File: src/rtl/spi_mf_pkg.sv
package spi_mf_pkg;
  localparam int DATA_W    = 8;
  localparam int ADDR_W    = 2;
  localparam int DIV_CW    = 6;
  localparam int SYNC_LEN  = 2;

  localparam logic [ADDR_W-1:0] A_CTRL = 2'd0;
  localparam logic [ADDR_W-1:0] A_STAT = 2'd1;
  localparam logic [ADDR_W-1:0] A_DATA = 2'd2;

  // control byte bit positions
  localparam int C_IE   = 7;
  localparam int C_EN   = 6;
  localparam int C_R2   = 5;
  localparam int C_MS   = 4;
  localparam int C_CPOL = 3;
  localparam int C_CPHA = 2;
  localparam int C_R1   = 1;
  localparam int C_R0   = 0;

  // status byte bit positions
  localparam int S_DONE  = 7;
  localparam int S_FAULT = 4;

  // half-period minus one, in core cycles, for each rate code
  function automatic logic [DIV_CW-1:0] half_lim(input logic [2:0] code);
    case (code)
      3'b100:  return DIV_CW'(1);
      3'b000:  return DIV_CW'(3);
      3'b001:  return DIV_CW'(7);
      3'b110:  return DIV_CW'(15);
      3'b010:  return DIV_CW'(31);
      default: return DIV_CW'(63);
    endcase
  endfunction
endpackage

File: src/rtl/spi_mf_baud.sv
module spi_mf_baud #(
  parameter int CW = 6
) (
  input  logic          clk,
  input  logic          rst,
  input  logic          run,
  input  logic [CW-1:0] lim,
  output logic          tick
);
  logic [CW-1:0] cnt;

  always_ff @(posedge clk) begin
    if (rst || !run) begin
      cnt  <= '0;
      tick <= 1'b0;
    end else if (cnt >= lim) begin
      cnt  <= '0;
      tick <= 1'b1;
    end else begin
      cnt  <= cnt + 1'b1;
      tick <= 1'b0;
    end
  end


  tick_gap_chk: assert property (@(posedge clk) disable iff (rst)
    tick |=> !tick);
endmodule

File: src/rtl/spi_mf_shift.sv
module spi_mf_shift #(
  parameter int W = 8
) (
  input  logic         clk,
  input  logic         rst,
  input  logic         clr,
  input  logic         load,
  input  logic [W-1:0] load_val,
  input  logic         edge_p,
  input  logic         cpha,
  input  logic         sdi,
  output logic         sdo,
  output logic [W-1:0] rx_byte,
  output logic         mid,
  output logic         final_edge
);
  localparam int EW = $clog2(2 * W);
  localparam logic [EW-1:0] LAST = EW'(2 * W - 1);

  logic [EW-1:0] cnt;
  logic [W-1:0]  tx;
  logic [W-1:0]  rx;
  logic          capture;
  logic          hold_first;

  assign capture    = (cnt[0] == cpha);
  assign hold_first = cpha && (cnt == '0);
  assign final_edge = edge_p && (cnt == LAST) && !clr;
  assign sdo        = tx[W-1];
  assign rx_byte    = rx;
  assign mid        = (cnt != '0);

  always_ff @(posedge clk) begin
    if (rst) begin
      cnt <= '0;
      tx  <= '0;
      rx  <= '0;
    end else begin
      if (load) tx <= load_val;
      if (clr) begin
        cnt <= '0;
      end else if (edge_p) begin
        cnt <= (cnt == LAST) ? '0 : cnt + 1'b1;
        if (capture)         rx <= {rx[W-2:0], sdi};
        else if (!hold_first) tx <= {tx[W-2:0], 1'b0};
      end
    end
  end


  cnt_hold_chk: assert property (@(posedge clk) disable iff (rst)
    (!edge_p && !clr) |=> $stable(cnt));

  final_wrap_chk: assert property (@(posedge clk) disable iff (rst)
    final_edge |=> (cnt == '0));
endmodule

File: src/rtl/spi_mf_ctrl.sv
module spi_mf_ctrl
  import spi_mf_pkg::*;
(
  input  logic              clk,
  input  logic              rst,
  input  logic              bus_en,
  input  logic              bus_we,
  input  logic [ADDR_W-1:0] bus_addr,
  input  logic [DATA_W-1:0] bus_wdata,
  output logic [DATA_W-1:0] bus_rdata,
  output logic              irq,
  output logic              pin_en,
  output logic              sck_drive,
  output logic              sck_out,
  input  logic              sck_in,
  input  logic              ss_n,
  output logic              sdo,
  input  logic              sdi
);
  logic [DATA_W-1:0] ctrl_q;
  logic done_q, fault_q, done_arm, fault_arm;
  logic busy_q, phase_q, irq_q;
  logic [DATA_W-1:0] rdata_q;

  // input synchronizers
  logic [SYNC_LEN-1:0] ss_sync, sdi_sync;
  logic [SYNC_LEN:0]   sck_sync;
  logic ss_s, sdi_s, s_edge;

  always_ff @(posedge clk) begin
    if (rst) begin
      ss_sync  <= '1;
      sdi_sync <= '0;
      sck_sync <= '0;
    end else begin
      ss_sync  <= {ss_sync[SYNC_LEN-2:0], ss_n};
      sdi_sync <= {sdi_sync[SYNC_LEN-2:0], sdi};
      sck_sync <= {sck_sync[SYNC_LEN-1:0], sck_in};
    end
  end
  assign ss_s   = ss_sync[SYNC_LEN-1];
  assign sdi_s  = sdi_sync[SYNC_LEN-1];
  assign s_edge = sck_sync[SYNC_LEN] ^ sck_sync[SYNC_LEN-1];

  // decoded control
  logic enabled, is_master, cpha, cpol, int_en;
  logic [2:0] rate_code;
  assign enabled   = ctrl_q[C_EN];
  assign is_master = ctrl_q[C_MS];
  assign cpha      = ctrl_q[C_CPHA];
  assign cpol      = ctrl_q[C_CPOL];
  assign int_en    = ctrl_q[C_IE];
  assign rate_code = {ctrl_q[C_R2], ctrl_q[C_R1], ctrl_q[C_R0]};

  // bus decode
  logic wr_ctrl, rd_stat, acc_data, wr_data;
  assign wr_ctrl  = bus_en && bus_we && (bus_addr == A_CTRL);
  assign rd_stat  = bus_en && !bus_we && (bus_addr == A_STAT);
  assign acc_data = bus_en && (bus_addr == A_DATA);
  assign wr_data  = acc_data && bus_we;

  // engine control
  logic fault_evt, start, slave_sel, edge_p, eng_clr, eng_load;
  logic tick, mid, final_edge, eng_sdi;
  logic [DATA_W-1:0] rx_byte;

  assign fault_evt = is_master && !ss_s;
  assign start     = wr_data && enabled && is_master && !busy_q && !fault_evt;
  assign slave_sel = enabled && !is_master && !ss_s;
  assign edge_p    = is_master ? (tick && busy_q) : (slave_sel && s_edge);
  assign eng_clr   = fault_evt || !enabled || (!is_master && ss_s);
  assign eng_load  = wr_data && !busy_q && !mid && !fault_evt;
  assign eng_sdi   = is_master ? sdi : sdi_s;

  spi_mf_baud #(.CW(DIV_CW)) u_baud (
    .clk  (clk),
    .rst  (rst),
    .run  (busy_q),
    .lim  (half_lim(rate_code)),
    .tick (tick)
  );

  spi_mf_shift #(.W(DATA_W)) u_shift (
    .clk        (clk),
    .rst        (rst),
    .clr        (eng_clr),
    .load       (eng_load),
    .load_val   (bus_wdata),
    .edge_p     (edge_p),
    .cpha       (cpha),
    .sdi        (eng_sdi),
    .sdo        (sdo),
    .rx_byte    (rx_byte),
    .mid        (mid),
    .final_edge (final_edge)
  );

  // master clock state
  always_ff @(posedge clk) begin
    if (rst) begin
      busy_q  <= 1'b0;
      phase_q <= 1'b0;
    end else begin
      if (fault_evt || !enabled || final_edge) busy_q <= 1'b0;
      else if (start)                          busy_q <= 1'b1;
      if (!busy_q || fault_evt || !enabled)    phase_q <= 1'b0;
      else if (edge_p)                         phase_q <= !phase_q;
    end
  end
  assign sck_out = cpol ^ phase_q;

  // registers and flags
  always_ff @(posedge clk) begin
    if (rst) begin
      ctrl_q    <= '0;
      done_q    <= 1'b0;
      fault_q   <= 1'b0;
      done_arm  <= 1'b0;
      fault_arm <= 1'b0;
      irq_q     <= 1'b0;
    end else begin
      if (wr_ctrl) ctrl_q <= bus_wdata;
      if (fault_evt) begin
        ctrl_q[C_EN] <= 1'b0;
        ctrl_q[C_MS] <= 1'b0;
      end

      if (final_edge)                 done_q <= 1'b1;
      else if (acc_data && done_arm)  done_q <= 1'b0;
      if (rd_stat)                    done_arm <= done_q;
      else if (acc_data)              done_arm <= 1'b0;

      if (fault_evt)                  fault_q <= 1'b1;
      else if (wr_ctrl && fault_arm)  fault_q <= 1'b0;
      if (rd_stat)                    fault_arm <= fault_q;
      else if (wr_ctrl)               fault_arm <= 1'b0;

      irq_q <= int_en && (done_q || fault_q);
    end
  end

  logic [DATA_W-1:0] stat_v;
  always_comb begin
    stat_v          = '0;
    stat_v[S_DONE]  = done_q;
    stat_v[S_FAULT] = fault_q;
  end

  always_ff @(posedge clk) begin
    if (rst) begin
      rdata_q <= '0;
    end else if (bus_en && !bus_we) begin
      case (bus_addr)
        A_CTRL:  rdata_q <= ctrl_q;
        A_STAT:  rdata_q <= stat_v;
        A_DATA:  rdata_q <= rx_byte;
        default: rdata_q <= '0;
      endcase
    end
  end

  assign bus_rdata = rdata_q;
  assign irq       = irq_q;
  assign pin_en    = enabled;
  assign sck_drive = enabled && is_master;


  fault_clear_chk: assert property (@(posedge clk) disable iff (rst)
    fault_evt |=> (!ctrl_q[C_EN] && !ctrl_q[C_MS] && fault_q));

  irq_gate_chk: assert property (@(posedge clk) disable iff (rst)
    !int_en |=> !irq_q);

  sck_idle_chk: assert property (@(posedge clk) disable iff (rst)
    !busy_q |-> (sck_out == cpol));

  done_hold_chk: assert property (@(posedge clk) disable iff (rst)
    (done_q && !done_arm) |=> done_q);
endmodule

File: config.mk
export PLATFORM = sky130hd
export DESIGN_NAME = spi_mf_ctrl
export DESIGN_NICKNAME = d
export VERILOG_FILES = /design/src/rtl/spi_mf_pkg.sv /design/src/rtl/spi_mf_baud.sv /design/src/rtl/spi_mf_shift.sv /design/src/rtl/spi_mf_ctrl.sv
export SDC_FILE = /design/constraint.sdc
export NUM_CORES = 1
export LEC_CHECK = 0
export ABC_CLOCK_PERIOD_IN_PS = 1800
export BUFFER_PORTS_ARGS = -buffer_cell sky130_fd_sc_hd__buf_2
export CAP_MARGIN = 20
export CORE_MARGIN = 4
export CORE_UTILIZATION = 52
export DETAILED_ROUTE_END_ITERATION = 10
export GPL_ROUTABILITY_DRIVEN = 0
export PLACE_DENSITY = 0.79
export SYNTH_ARGS = -nofsm -noshare
export SYNTH_HDL_FRONTEND = slang
export SYNTH_SLANG_ARGS = --single-unit
File: constraint.sdc
create_clock -name clk -period 1.8 [get_ports clk]
set_input_delay 0 -clock clk [delete_from_list [all_inputs] [get_ports clk]]
set_output_delay 0 -clock clk [all_outputs]
set_load 0.1 [all_outputs]
; ---- After elaboration in Yosys (flattened, before gate mapping)
; Index checks and enable logic that the tools add are counted.
[classes]
n_eq_ne = 8
magnitude_cmp = 1
n_addsub = 2
n_mux = 19
n_reduce_logical = 56
bitwise_logic = 3
[op_table]
columns = operator, n
row1 = $mux 8, 5
row2 = $pmux 6 s5, 1
row3 = $logic_and 1x1->1, 26
row4 = $pmux 8 s3, 1
row5 = $mux 1, 11
row6 = $reduce_or 2->1, 5
row7 = $logic_not 1->1, 9
row8 = $reduce_bool 2->1, 4
row9 = $logic_or 1x1->1, 7
row10 = $add 6x1->6 const B, 1
row11 = $eq 3x3->1 const B, 2
row12 = $ge 6x6->1, 1
row13 = $add 4x1->4 const B, 1
row14 = $eq 4x4->1 const B, 1
row15 = $logic_not 4->1, 1
row16 = $mux 4, 1
row17 = $reduce_bool 4->1, 1
row18 = $eq 3x1->1 const B, 1
row19 = $eq 3x2->1 const B, 1
row20 = $logic_not 3->1, 1
row21 = $reduce_and 3->1, 1
row22 = $eq 2x1->1 const B, 1
row23 = $eq 2x2->1 const B, 1
row24 = $logic_not 2->1, 1
row25 = other kinds (3), 4
[totals]
in_bits = 17
out_inout_bits = 13
regBits = 57

; ---- Longest topological paths before layout
; Gate-level depths: netlist of run 1.
[logic_depth]
depth_word = 11
depth_mapped = 8
mapped_depth_nobuf = 8

; ---- By module
; A second synthesis of run 1 with hierarchy kept.
[unflattened]
hier_cells = 306
hier_area_um2 = 2728.9
[modules_own_cells]
columns = module, area_per_inst_um2, instances, seq_area_each_um2, cells_per_inst
row1 = spi_mf_ctrl, 1330.0, 1, 600.6, 149
row2 = spi_mf_shift, 972.2, 1, 400.4, 112
row3 = spi_mf_baud, 426.7, 1, 140.1, 45

; ---- Worst setup path after synthesis of run 1
; OpenSTA, ideal clock, no wires.
[synth_path]
path_type = register -> register
from = register ctrl_q[6]
to = register u_shift.cnt[3]
setup_slack_ps = -316
arrival_time_ps = 2040
stages_incl_launch_ff = 4
period_less_slack_ps = 2116
n_path_buf = 0
setup_ps = 76
path_cell_list = dfxtp_1 a31oi_1 or3b_2 a21oi_1
[synth_via]
elab_chain_cells = 4
[synth_lines]
columns = item, line
row1 = start: declaration, spi_mf_ctrl.sv:20  ; logic [DATA_W-1:0] ctrl_q;
row2 = start signal: assignment, spi_mf_ctrl.sv:122  ; if (wr_ctrl) ctrl_q <= bus_wdata;
row3 = $logic_and 1x1->1 or $logic_not 1->1 (tied branches), "spi_mf_ctrl.sv:69, spi_mf_ctrl.sv:71"
row4 = $logic_and 1x1->1 or $logic_or 1x1->1 (tied branches), "spi_mf_ctrl.sv:69, spi_mf_ctrl.sv:71"
row5 = $logic_and 1x1->1 or $logic_or 1x1->1 (tied branches), "spi_mf_ctrl.sv:70, spi_mf_ctrl.sv:71"
row6 = $mux 1 or $reduce_or 2->1 (tied branches), -
row7 = end signal: assignment, spi_mf_shift.sv:43  ; cnt <= (cnt == LAST) ? '0 : cnt + 1'b1;
row8 = end: declaration, spi_mf_shift.sv:20  ; logic [EW-1:0] cnt;
; Several ways; a longest one is shown, not always the timed one.
; A chain may end at the register's enable or synchronous reset.

; ---- Final worst setup path of run 1
[layout_path]
from = register ctrl_q[1]
to = register u_baud.cnt[3]
[layout_via]
elab_chain_cells = 4
[layout_lines]
columns = item, line
row1 = "$eq 3x2->1, or another cell as far along", spi_mf_pkg.sv:27  ; case (code)
row2 = $pmux 6 s5 *, spi_mf_pkg.sv:27
row3 = $ge 6x6->1 *, spi_mf_baud.sv:16  ; end else if (cnt >= lim) begin
row4 = $reduce_or 2->1 (no line) *, -
row5 = end signal: assignment, spi_mf_baud.sv:20  ; cnt <= cnt + 1'b1;
row6 = end: declaration, spi_mf_baud.sv:10  ; logic [CW-1:0] cnt;
; Mark *: on every way between the ends. The rest lies on a longest branch, timed or not.

==> metrics.yaml, run 1 <==
pwr:
  seqPwrFrac: 0.428
  swShare: 0.203
  p_leak_nw: 1.39
  pwr-share-comb: 0.061
  clkPwrFrac: 0.512
  power.internal_w: 0.00240
  vdd_drop_max_uv: 656
  p_per_area_mw_per_mm2: 924
  power_switching_w: 0.000612
  power_w: 0.00302
route:
  drt_wl_total_mm: 5.58
  vias_per_cell: 5.24
  vias: 2038
  drt_iter0_drc: 122
  antenna_left: 0
  drc: 0
  drt-pass1-iter-count: 4
  post_drt_wl_per_cell_microns: 14.4
place:
  portBuffers: 29
  dpl.cell_count: 358
  placed_area_sq_mm: 0.00281
  hpwl_mm: 3.62
run_status:
  status: "finished clean"
synth:
  ys_warn_count: 0
  ys_seq_area_frac: 0.445
  yosysTopAreaCell: "dfxtp_1"
  synthDominantCellAreaShare: 0.445
  synth-edff-count: 0
  syn_area_per_cell_sq_um: 9.65
  syn_area_sq_mm: 0.00257
  synth_cells: 266
  ys_ff_latch: 57
  synthFlopType: "dfxtp_1"
  synth_area_leaders: "dfxtp_1 (44%), mux2i_1 (11%), nor2_1 (7.3%), ha_1 (3.9%), mux2_2 (3.1%)"
  synthDistinctLibCells: 40
  synth_nets: 291
  async_flop_share: 0
floorplanning:
  design.core.area_sq_mm: 0.00475
  io_pins: 30
  num_rows: 25
  start_util: 0.540
  die-area_sq_mm: 0.00612
  die_w_microns: 78.3
  die_h_microns: 78.3
sta:
  max_slew_margin: 0.610
  setup_viol: 0
  period_share: 0.993
  rsz0062_at_grt: "true"
  fin_worst_skew_ps: 6.56
  setup_tns_ps: 0
  tightest_slew_ps: 582
  min_period_ps: 1790
  hold_viol_final: 0
  drv_slew: 0
  max_freq_mhz: 559
worst_setup_path:
  crit_arrival_ps: 2060
  cp_data_required_time_ps: 2070
  endpoint_kind: "flip-flop"
  startpoint_type: "flip-flop"
  setup.worst_path.class: "reg2reg"
  crit_fanout: 6
cts:
  h-tree-depth: 3
  cts_tree: "yes"
  cts_root_buffer: "clkbuf_8"
  clk_latency_ps: 340
  clk_pin_slew_ps: 70
  numCtsBuffers: 9
  clock_path_buffers: 2
  clock-sinks: 57
grt:
  antenna_found_initial: 0
  grt_pass1_vias: 1913
  grt_max_degree: 30
  track_usage: 0.188
  grt_overflow: 0
  grt_pass1_wl_mm: 9.00
finish:
  seq_area_sq_mm: 0.00115
  num-fill-cells: 361
  area_delta_synth_final_pct: 27.2
  multi_input_area_sq_mm: 0.00140
  instances_no_fill: 389
  nNetsFinal: 342
  fin_area_sq_mm: 0.00326
  final_layout_size_suffix_gt1_frac: 0.273
  n_antenna_cell: 0
hold_path:
  min-delay-path-class: "in2reg"
job:
  max_cap_viol_count: 0
[registers in the layout (all words and copies together), names as in the netlist]
name             flops
bus_rdata            8
busy_q               1
u_shift.tx           8
u_baud.tick          1
ss_sync              2
sdi_sync             2
u_shift.rx_byte      8
u_shift.cnt          4
u_baud.cnt           6
fault_arm            1
done_q               1
done_arm             1
fault_q              1
irq                  1
sck_sync             3
ctrl_q               8
phase_q              1
[per-stage QoR]
stage	worst slack, ps	hold WS [ps]	utilization
finish	11.8	94.1	0.686
global route	-115	136	0.686
CTS	20.8	86.0	0.668
detailed placement	-13.9	186	0.590
global placement	82.4	183	0.590
floorplan	27.8	104	-
[layout make-up]
| cell class | count | share of cell area |
|---|---|---|
| clock buffers | 10 | 0.0391 |
| clock inverters | 6 | 0.0399 |
| inverters | 4 | 0.00460 |
| multi-input cells | 194 | 0.430 |
| flip-flops and latches | 57 | 0.354 |
| well taps | 67 | 0.0257 |
| repair buffers | 51 | 0.107 |
[path summary, 6_finish.rpt]
path,slack (ps),cells past startpoint,endpoint,from
worst min register to register,420,1,ss_sync[1],ss_sync[0]
worst max register to register,10,8,u_baud.cnt[3],ctrl_q[1]
worst min-delay path,90,4,done_arm,bus_en
worst max-delay path,10,8,u_baud.cnt[3],ctrl_q[1]
[worst max-delay path: stages, from the launching register on]
cell and delay [ps]:
dfxtp_4 370, nor2_4 120, and2_4 160, ha_4 200
a21oi_2 130, o21ai_1 100, a31oi_1 240, nand3b_1 250
nor2_1 150
[power groups by stage]
stage          clock (W)  combinational [W]  sequential, W
6_report         0.00154           0.000183        0.00129
4_1_cts          0.00156           0.000175        0.00129
3_3_place_gp           0           0.000154        0.00132
2_1_floorplan          0          0.0000837        0.00134
3_5_place_dp           0           0.000157        0.00132
5_1_grt          0.00163           0.000197        0.00129
[repair_timing]
| action | 4_1_cts | 5_1_grt |
|---|---|---|
| pin swaps | 1 | 11 |
| endpoints found under the hold margin | 11 | 0 |
| setup buffers | 0 | 4 |
| resized for setup | 2 | 16 |
| setup endpoints to repair | 6 | 10 |
| hold buffers | 11 | 0 |
[layout by cell type (no fill, tap or decap), types with 7 or more instances in the layout]
cell type and n:
ha_1 7, dlygate4sd3_1 11, nand2_1 9, nor2_1 49, mux2_2 7, dfxtp_1 53
a22oi_1 8, buf_4 10, clkbuf_8 9, nor2b_1 11, buf_2 29, mux2i_1 26
[cells by family (layout without fill, tap and decap cells)]
family                     Yosys count  count (layout)  synth area share
AOI/OAI and AO/OA                   39              39             0.114
muxes                               35              35             0.140
adders and majority gates            8               8            0.0390
xor gates and xnor gates             9               9            0.0307
and+or+nand+nor                    103             103             0.204
buffers and inverters               15              71            0.0273
DFF                                 57              57             0.445
[synthesized netlist by cell type, types with 4 or more instances]
master,number
dfxtp_1,57
nor3b_1,4
xor2_1,5
o21ai_0,8
xnor2_1,4
a211oi_2,5
mux2_2,7
and3_1,5
a21oi_1,7
ha_1,8
a211oi_1,4
mux2i_1,28
nor2_1,50
nand2_1,9
nor2b_1,11
nor3_1,6
a22oi_1,8
clkbuf_1,6
nand3_1,5
inv_1,4
[routing by layer]
layer / global-route usage / part of all wire
met1: 0.239 / 0.47
met2: 0.296 / 0.47
met3: 0.0493 / 0.045
met4: 0.0892 / 0.020
met5: 0 / 0
Power figures use the tool's default switching activity.
==> run 2, diff against run 1 <==
Settings changed: ABC_CLOCK_PERIOD_IN_PS 1800 to 2000, CORE_UTILIZATION 52 to 55, PLACE_DENSITY 0.79 to 0.8, SKIP_LAST_GASP from default to 1.
Clock period 1.8 ns to 2 ns, I/O delays scaled along.
==> metrics.yaml, run 2 (synthesized netlist as in run 1, its figures left out) <==
run_status:
  status: "finished clean"
sta:
  hold_viol_final: 0
  rsz0062_at_grt: "false"
  period_share: 0.951
  max_freq_mhz: 526
  setup_viol: 0
  fin_worst_skew_ps: 9.80
  tightest_slew_ps: 627
  setup_tns_ps: 0
  drv_slew: 0
  max_slew_margin: 0.580
  min_period_ps: 1900
  setup_ws_ps: 98.6
pwr:
  vdd_drop_max_uv: 573
  p_leak_nw: 1.29
  p_per_area_mw_per_mm2: 750
  power_w: 0.00228
finish:
  instances_no_fill: 365
  nNetsFinal: 334
  n_antenna_cell: 0
  final_common_cell: "dfxtp_1"
  mostFrequentLayoutCells: "dfxtp_1 (56), nor2_1 (50), buf_2 (29)"
  final_util: 0.685
  area_delta_synth_final_pct: 18.6
  num-fill-cells: 339
  final_layout_size_suffix_gt1_frac: 0.220
hold_path:
  min-delay-path-class: "in2reg"
route:
  vias: 2026
  post_drt_wl_per_cell_microns: 14.1
  drt-pass1-iter-count: 4
  drt_iter0_drc: 93
  vias_per_cell: 5.55
  drt_wl_total_mm: 5.15
  drc: 0
  antenna_left: 0
place:
  dpl.cell_count: 339
  pre_cts_slack_ps: 63.8
  hpwl_mm: 3.66
  portBuffers: 29
worst_setup_path:
  crit_arrival_ps: 2100
  crit_fanout: 15
  startpoint_type: "flip-flop"
  cp_data_required_time_ps: 2190
  setup.worst_path.class: "reg2reg"
  endpoint_kind: "flip-flop"
floorplanning:
  num_rows: 24
  die_h_microns: 76.3
  die_w_microns: 76.3
  start_util: 0.577
  io_pins: 30
  design.core.area_sq_mm: 0.00444
  die-area_sq_mm: 0.00582
grt:
  track_usage: 0.192
  antenna_found_initial: 0
  grt_pass1_wl_mm: 8.90
  grt_pass1_vias: 1913
  grt_max_degree: 31
  grt_overflow: 0
cts:
  cts_root_buffer: "clkbuf_8"
  numCtsBuffers: 9
  cts_tree: "yes"
  clk_latency_ps: 340
  h-tree-depth: 3
  clock_path_buffers: 2
  clk_pin_slew_ps: 70
  clock-sinks: 57
job:
  max_cap_viol_count: 0
-- run 2: changes by cell type in the layout (fill, tap and decap cells not counted), sizes merged --
cell    before  now
bufinv       4    0
clkinv       2    3
buf         40   32
clkbuf      10   12
-- run 2: final timing paths --
kind,startpoint,to,slack [ps],cells after the start
hold / removal,bus_addr[0],done_arm,70,3
hold reg to reg,ss_sync[0],ss_sync[1],430,1
setup reg to reg,u_shift.cnt[0],u_shift.tx[7],100,7
setup / recovery,u_shift.cnt[0],u_shift.tx[7],100,7
-- run 2: cell type report --
type                       instances  area [sq um]  area share
clock inverter                     3          15.0     0.00493
multi-input combinational        194          1360       0.448
timing repair buffer              43           278      0.0913
inverter                           4          15.0     0.00493
tap                               52          65.1      0.0214
clock buffer                      12           165      0.0543
sequential                        57          1140       0.375
-- run 2: report_power, final --
group | leakage [nW] | switching [W] | internal [W]
Clock | 0.0980 | 0.000428 | 0.000537
Sequential | 0.462 | 0.0000111 | 0.00115
Combinational | 0.727 | 0.0000939 | 0.0000608
-- run 2: metrics by stage --
step                      area [sq um]  hold WS (ps)
after floorplan                   2570           104
after global placement            2750           183
after detailed placement          2750           185
after CTS                         3040          62.9
after global routing              3040           119
final                             3040          71.1
-- run 2: routing by layer --
layer  vias to the layer above  GRT usage  wire, microns
met4                         0     0.0978             61
met5                         -          0              0
li1                       1022          -              -
met2                        38      0.308           2580
met3                         7     0.0496            222
met1                       959      0.239           2290
-- run 2: repair_timing --
action / 4_1_cts / 5_1_grt
hold buffers: 11 / 0
setup buffers: 0 / 0
gates resized for setup: 0 / 1
hold endpoints to repair: 11 / 0
endpoints found under the setup margin: 0 / 8
-- run 2: worst max-delay path, cell delays in order, from the launching register on --
cell and delay [ps]:
dfxtp_1 430, inv_1 110, ha_1 200, nor3b_2 160
nor3b_1 350, o22ai_4 240, nor2_1 190, a211oi_2 70
==> run 3, diff against run 2 <==
==> constraint.sdc (replaced) <==
create_clock -name clk -period 2 [get_ports clk]
set_input_delay 0.4 -clock clk [delete_from_list [all_inputs] [get_ports clk]]
set_output_delay 0.4 -clock clk [all_outputs]
set_load 0.1 [all_outputs]
==> metrics.yaml, run 3 (synthesized netlist as in run 1, its figures left out) <==
sta:
  setup_viol: 0
  min_period_ps: 1860
  hold_viol_final: 0
  max_freq_mhz: 539
  setup_ws_ps: 145
  fin_worst_skew_ps: 6.54
  max_slew_margin: 0.596
  drv_slew: 0
  setup_tns_ps: 0
  tightest_slew_ps: 603
  period_share: 0.928
route:
  drt-pass1-iter-count: 4
  drt_iter0_drc: 86
  vias_per_cell: 5.44
  drt_wl_total_mm: 5.13
  vias: 1964
  drc: 0
  post_drt_wl_per_cell_microns: 14.2
  antenna_left: 0
finish:
  final_util: 0.675
  final_common_cell: "dfxtp_1"
  nNetsFinal: 329
  fin_area_sq_mm: 0.00300
  mostFrequentLayoutCells: "dfxtp_1 (53), nor2_1 (49), buf_2 (29)"
  n_antenna_cell: 0
  area_delta_synth_final_pct: 16.8
  instances_no_fill: 361
  num-fill-cells: 360
  final_layout_size_suffix_gt1_frac: 0.272
floorplanning:
  die-area_sq_mm: 0.00582
  die_h_microns: 76.3
  die_w_microns: 76.3
  io_pins: 30
  num_rows: 24
  design.core.area_sq_mm: 0.00444
  start_util: 0.577
hold_path:
  holdPathStages: 2
  holdPathEnd: "ss_sync[0]"
  min_from: "ss_n"
  min-delay-path-class: "in2reg"
worst_setup_path:
  r2r_slack_ps: 150
  cp_top_family: "buffers and inverters"
  endpoint_kind: "output pin"
  cpPeakStageDelay_ps: 420
  crit_arrival_ps: 1460
  rr_endpoint: "u_shift.tx[1]"
  rr_worst_depth: 8
  reg2reg_from: "u_shift.cnt[0]"
  startpoint_type: "flip-flop"
  crit_fanout: 6
  worstPathCellList: "buf_4 > and2_2 > buf_2"
  setup.worst_path.class: "reg2out"
  crit_buf_inv: 2
  cp_data_required_time_ps: 1600
  cp_slowest_cell: "dfxtp_1"
cts:
  cts_root_buffer: "clkbuf_8"
  h-tree-depth: 3
  postCtsSetupBuffers: 0
  cts_hold_buf: 0
  numCtsBuffers: 9
  cts_tree: "yes"
  clk_pin_slew_ps: 70
  clock-sinks: 57
  clk_latency_ps: 340
  clock_path_buffers: 2
grt:
  grt_max_degree: 21
  grt_overflow: 0
  grt_pass1_vias: 2035
  grt_pass1_wl_mm: 9.16
  antenna_found_initial: 0
  track_usage: 0.198
place:
  hpwl_mm: 3.75
  portBuffers: 29
  pre_cts_slack_ps: 117
  placed_area_sq_mm: 0.00280
  dpl.cell_count: 345
pwr:
  p_leak_nw: 1.25
  vdd_drop_max_uv: 514
  p_per_area_mw_per_mm2: 744
job:
  max_cap_viol_count: 0
run_status:
  status: "finished clean"
==> run 3: where the power goes <==
part / switching (W) / leakage, nW / internal (W) / total, W
sequential: 0.0000117 / 0.464 / 0.00115 / 0.00116
clock: 0.000484 / 0.0733 / 0.000442 / 0.000926
combinational: 0.0000924 / 0.713 / 0.0000520 / 0.000144
total: 0.000588 / 1.25 / 0.00164 / 0.00223
==> run 3: metrics by stage <==
stage	total power [W]	hold slack, ps
after floorplan	0.00128	389
after global placement	0.00133	405
after detailed placement	0.00133	413
after CTS	0.00225	227
after global routing	0.00232	245
final	0.00223	240
==> run 3: worst max path at each step <==
stage / end / from / slack [ps] / cells past startpoint
CTS: u_baud.cnt[0] / ctrl_q[0] / 60 / 8
detailed placement: u_shift.tx[1] / u_shift.cnt[0] / 120 / 7
global route: u_shift.tx[1] / u_shift.cnt[0] / -0.4 / 8
finish: sck_drive / ctrl_q[4] / 140 / 3
global placement: u_baud.cnt[4] / ctrl_q[0] / 190 / 8
floorplan: u_shift.tx[7] / u_shift.cnt[0] / 280 / 7
==> run 3: worst reg2reg max path, delay by kind of cell (launching register included) <==
family / cells / cell delay (ps)
and+or+nand+nor: 3 / 520
DFF: 1 / 370
buffers and inverters: 2 / 330
muxes: 1 / 250
adders and majority gates: 1 / 150
AOI/OAI and AO/OA: 1 / 90
==> run 3: area by class of cell <==
| type | count | area [sq um] | share of cell area |
|---|---|---|---|
| multi-input combinational | 194 | 1380 | 0.461 |
| tap | 52 | 65.1 | 0.0217 |
| inverter | 4 | 15.0 | 0.00501 |
| clock buffer | 9 | 124 | 0.0413 |
| timing repair buffer | 38 | 213 | 0.0710 |
| sequential | 57 | 1150 | 0.384 |
| clock inverter | 7 | 47.5 | 0.0159 |
==> run 3: what timing repair did <==
action	4_1_cts	5_1_grt
setup endpoints to repair	0	14
gates resized for setup	0	9
endpoints found under the hold margin	0	0
==> run 3: routing by layer <==
metal | vias up | share of wire | GRT usage
li1 | 999 | - | -
met1 | 913 | 0.46 | 0.242
met2 | 38 | 0.47 | 0.316
met3 | 14 | 0.040 | 0.0461
met4 | 0 | 0.027 | 0.118
met5 | - | 0 | 0
